$ cat src/rtl/timer_pkg.sv
package timer_pkg;

  typedef enum logic [1:0] {
    PH_IDLE   = 2'd0,
    PH_FIRST  = 2'd1,
    PH_SECOND = 2'd2
  } phase_e;

  // Strobes from control to datapath
  typedef struct packed {
    logic clear;      // zero the tick counter
    logic count;      // advance the tick counter
    logic useSecond;  // compare against the second length
  } dpStrobe_t;

endpackage

$ cat src/rtl/timer_dpath.sv
module timer_dpath
  import timer_pkg::*;
#(
  parameter int CNT_W = 16
) (
  input  logic             clk,
  input  logic             rst,
  input  dpStrobe_t        strobe,
  input  logic [CNT_W-1:0] firstCount,
  input  logic [CNT_W-1:0] secondCount,
  output logic             reachTarget
);

  localparam int SUM_W = CNT_W + 1;

  logic [CNT_W-1:0] tickCnt;
  logic [SUM_W-1:0] tickNum;
  logic [CNT_W-1:0] target;
  logic [SUM_W-1:0] effTarget;

  always_comb begin
    target    = strobe.useSecond ? secondCount : firstCount;
    tickNum   = {1'b0, tickCnt} + SUM_W'(1);
    effTarget = (target == '0) ? SUM_W'(1) : {1'b0, target};
    reachTarget = (tickNum >= effTarget);
  end

  always_ff @(posedge clk) begin
    if (rst) begin
      tickCnt <= '0;
    end else if (strobe.clear) begin
      tickCnt <= '0;
    end else if (strobe.count) begin
      tickCnt <= tickNum[CNT_W-1:0];
    end
  end

endmodule

$ cat src/rtl/timer_ctrl.sv
module timer_ctrl
  import timer_pkg::*;
(
  input  logic      clk,
  input  logic      rst,
  input  logic      tickIn,
  input  logic      startIn,
  input  logic      reachTarget,
  output dpStrobe_t strobe,
  output logic      firstDone,
  output logic      secondDone
);

  phase_e phase, phaseNext;
  logic   active;
  logic   finishing;

  always_comb begin
    active    = (phase != PH_IDLE);
    finishing = active && tickIn && !startIn && reachTarget;

    strobe.count     = active && tickIn && !startIn;
    strobe.clear     = startIn || finishing;
    strobe.useSecond = (phase == PH_SECOND);

    phaseNext = phase;
    if (startIn) begin
      phaseNext = PH_FIRST;
    end else if (finishing) begin
      unique case (phase)
        PH_FIRST:  phaseNext = PH_SECOND;
        PH_SECOND: phaseNext = PH_IDLE;
        default:   phaseNext = PH_IDLE;
      endcase
    end
  end

  always_ff @(posedge clk) begin
    if (rst) begin
      phase      <= PH_IDLE;
      firstDone  <= 1'b0;
      secondDone <= 1'b0;
    end else begin
      phase      <= phaseNext;
      firstDone  <= finishing && (phase == PH_FIRST);
      secondDone <= finishing && (phase == PH_SECOND);
    end
  end

endmodule

$ cat src/rtl/dual_phase_timer.sv
module dual_phase_timer
  import timer_pkg::*;
#(
  parameter int CNT_W = 16
) (
  input  logic             clk,
  input  logic             rst,
  input  logic             tickIn,
  input  logic             startIn,
  input  logic [CNT_W-1:0] firstCount,
  input  logic [CNT_W-1:0] secondCount,
  output logic             firstDone,
  output logic             secondDone
);

  dpStrobe_t strobe;
  logic      reachTarget;

  timer_ctrl u_ctrl (
    .clk         (clk),
    .rst         (rst),
    .tickIn      (tickIn),
    .startIn     (startIn),
    .reachTarget (reachTarget),
    .strobe      (strobe),
    .firstDone   (firstDone),
    .secondDone  (secondDone)
  );

  timer_dpath #(.CNT_W(CNT_W)) u_dpath (
    .clk         (clk),
    .rst         (rst),
    .strobe      (strobe),
    .firstCount  (firstCount),
    .secondCount (secondCount),
    .reachTarget (reachTarget)
  );

endmodule

$ cat config.mk
export PLATFORM = sky130hd
export DESIGN_NAME = dual_phase_timer
export DESIGN_NICKNAME = d
export VERILOG_FILES = /design/src/rtl/timer_pkg.sv /design/src/rtl/timer_dpath.sv /design/src/rtl/timer_ctrl.sv /design/src/rtl/dual_phase_timer.sv
export SDC_FILE = /design/constraint.sdc
export NUM_CORES = 1
export LEC_CHECK = 0
export BUFFER_PORTS_ARGS = -buffer_cell sky130_fd_sc_hd__buf_2
export CORE_AREA = 2 2 65 67
export DETAILED_ROUTE_END_ITERATION = 12
export DIE_AREA = 0 0 67 69
export MAX_ROUTING_LAYER = met4
export PLACE_DENSITY = 0.74
export SLEW_MARGIN = 40
export SYNTH_ARGS = -nofsm -noshare
export SYNTH_HDL_FRONTEND = slang
export SYNTH_HIERARCHICAL = 1
export SYNTH_SLANG_ARGS = --single-unit
$ cat constraint.sdc
create_clock -name clk -period 8 [get_ports clk]
set_clock_uncertainty 0.1 [all_clocks]
set_input_delay 0.4 -clock clk [delete_from_list [all_inputs] [get_ports clk]]
set_output_delay 0.4 -clock clk [all_outputs]
set_load 0.02 [all_outputs]
==> impl_metrics.json <==
{
  "numPortBuffers": 37,
  "finalHoldViolations": 0,
  "post_cts_resize_count": 0,
  "clock_sink_count": 20,
  "tightest_slew_ns": 0.654,
  "cp-startpoint": "u_dpath/tickCnt[0]$_SDFFE_PP0P_",
  "drive_above_1_share_pct": 22.5,
  "first_pass_iters": 4,
  "design.die.area_mm2": 0.00462,
  "ctsRootBufferMaster": "clkbuf_8",
  "clk_path_buf_depth": 2,
  "detailed_place_hpwl_um": 3090,
  "setup.worst_path.start_class": "flip-flop",
  "synth.avg_cell_area_um2": 8.65,
  "finalSetupViolCount": 0,
  "postRouteWirelength_um": 3970,
  "synth-async-reset-ratio_pct": 0,
  "drc": 0,
  "total_vias_in_the_final_route": 1581,
  "worst-r2r-cell-count": 14,
  "post_synth_num_cell_types": 47,
  "yosys_warnings": 6,
  "cts_setup_buffers": 0,
  "drt-vias-per-instance": 5.53,
  "die_w_um": 67,
  "synth-edff-count": 0,
  "synth_flop_cell": "dfxtp_1",
  "number_of_global_route_vias_before_repair": 1372,
  "maxCapViolCount": 0,
  "placeableCoreArea_mm2": 0.00391,
  "relSlewSlack_pct": 56.3,
  "regToRegStartpoint": "u_dpath/tickCnt[0]$_SDFFE_PP0P_",
  "hold_depth": 2,
  "arrival_ns": 3.67,
  "grt_setup_unrepaired": "no",
  "synth_seq_area_share_pct": 22.8,
  "timing.hold.worst.start": "rst",
  "fin_cells": 286,
  "cp-end-kind": "flip-flop",
  "cts_max_level": 1,
  "power_density_mw_per_mm2": 101,
  "postLayoutCellArea_mm2": 0.00202,
  "timing.hold.worst.class": "in -> reg",
  "antenna_nets_post_route": 0,
  "max_clock_freq_mhz": 279,
  "numPlacedInstances": 282,
  "ys_seq_elements": 20,
  "synth.cell_area_mm2": 0.00176,
  "antennaDiodeCount": 0,
  "gp_routability_congestion": 0.784,
  "outcome": "complete, no violations",
  "placementRows": 23,
  "syn_inst": 203,
  "worst-path-max-fanout": 16,
  "pin_count": 38,
  "cp_data_required_time_ns": 8.09,
  "cts_hold_repair.buffers": 0,
  "setup.worst_path.class": "reg -> reg",
  "drt_iter0_markers": 79,
  "count_of_final_max_slew_check_failures": 0,
  "grt_first_pass_wirelength_um": 6150,
  "synth.top_cell.area_share_pct": 22.8,
  "postLayoutSetupSlackWorst_ns": 4.42,
  "yosys-top-cells-area": "dfxtp_1 (23%), ha_1 (12%), mux2i_1 (9.1%)",
  "final_nets": 290,
  "die_y_um": 69,
  "ir_worst_vdd_uv": 57.6,
  "shortest_period_the_worst_path_allows_ns": 3.58,
  "dp_worst_setup_slack_ns": 4.44,
  "initial_utilization_pct": 44.9,
  "timing.hold.ws_ns": 0.239,
  "synth.largest_area_cell": "dfxtp_1",
  "total_leakage_power_nw": 0.819,
  "gr-total-overflow": 0,
  "worst_skew_pair.late_latency_ns": 0.26,
  "cts_made_buffers": 3,
  "setup-tns-final_ns": 0,
  "synth_nets": 256,
  "cts.reportedPaths.clkPinSlew_ns": 0.08,
  "routed_wire_length_per_instance_um": 13.9,
  "track_usage_pct": 17.5,
  "layout_worst_path_cycle_share_pct": 44.8,
  "grt_max_degree": 18,
  "dpl-instance-area_mm2": 0.00197,
  "area.growth.synth_to_final_pct": 15.1,
  "antenna_found_initial": 0,
  "tritoncts": "done"
}
critical path, stage by stage, from the launching register on:
cell,delay [ns]
dfxtp_1,0.47
ha_1,0.29
and3_2,0.29
and3_1,0.27
nand3_1,0.11
xnor2_1,0.14
ha_1,0.32
a21oi_1,0.13
o21ai_0,0.10
a221oi_1,0.31
o211ai_1,0.22
nand2_1,0.10
o21bai_1,0.06
or2_2,0.44
a21oi_1,0.16
final cells by class:
| class | instances | area [µm²] |
|---|---|---|
| tap | 50 | 62.6 |
| sequential | 20 | 400 |
| multi-input combinational | 173 | 1310 |
| fill | 385 | 1890 |
| clock buffer | 4 | 55.1 |
| inverter | 2 | 7.51 |
| timing repair buffer | 37 | 185 |
per-stage QoR:
stage	total power (W)	util, %
2_1_floorplan	0.000115	-
3_5_place_dp	0.000128	50.3
3_3_place_gp	0.000128	50.0
4_1_cts	0.000205	51.7
5_1_grt	0.000213	51.7
6_report	0.000205	51.7
path summary, 6_finish.rpt:
check                                     end  slack (ns)
min              u_ctrl/phase[1]$_SDFFE_PP0P_        0.24
max           u_dpath/tickCnt[5]$_SDFFE_PP0P_        4.42
min reg2reg  u_dpath/tickCnt[15]$_SDFFE_PP0P_        0.43
max reg2reg   u_dpath/tickCnt[5]$_SDFFE_PP0P_        4.42
placed cells by master, fill, tap and decap left out, drive strengths merged, types with 2 or more instances in the layout:
master / count
nor2b: 2
buf: 37
and2: 5
o21ai: 8
or3: 6
a221oi: 2
nand2: 15
nand4: 8
inv: 2
ha: 17
clkbuf: 4
nor4: 4
and4: 4
nand3: 10
and3: 8
nor2: 13
xnor2: 13
o21bai: 2
dfxtp: 20
mux2i: 16
xor2: 10
a21oi: 11
nor3b: 3
where the power goes:
part / internal (W) / leakage [nW] / total [W] / switching (W)
Combinational: 0.0000124 / 0.629 / 0.0000254 / 0.0000129
Sequential: 0.0000999 / 0.161 / 0.000101 / 0.000000919
Clock: 0.0000439 / 0.0288 / 0.0000785 / 0.0000346
Total: 0.000156 / 0.819 / 0.000205 / 0.0000485
layer usage:
layer | GRT usage, % | wire length (µm)
met4 | 6.80 | 64
met3 | 2.77 | 272
met1 | 25.5 | 2060
met2 | 24.0 | 1580
met5 | - | 0
state kept, by name, indices dropped and copies added (netlist names):
name / count
u_ctrl/phase: 2
u_ctrl/firstDone: 1
u_dpath/tickCnt: 16
u_ctrl/secondDone: 1
synthesized netlist by cell type, types with 2 or more instances:
cell type  number
nand3_1        10
nor2_1         13
nand4_1         6
and4_1          3
a221oi_1        2
nor3b_1         2
nor4_1          4
nand2_1        15
xor2_1         10
dfxtp_1        20
xnor2_1        13
and3_1          6
clkbuf_1        3
buf_4           2
a21oi_1        11
nor2b_1         2
or3_1           6
o21ai_0         8
and2_1          4
ha_1           17
mux2i_1        16
nand4_4         2
o21bai_1        2
inv_1           2
and3_2          2
cell families after synthesis:
family | count (synthesis) | synth area share [%]
multiplexers | 16 | 9.12
AND/OR/NAND/NOR | 85 | 29.3
flip-flops | 20 | 22.8
XOR/XNOR | 23 | 11.5
AO/OA/AOI/OAI | 32 | 11.6
adder cells (fa/ha/maj) | 17 | 12.1
buffers and inverters | 10 | 3.63
(Power assumes the default switching activity.)
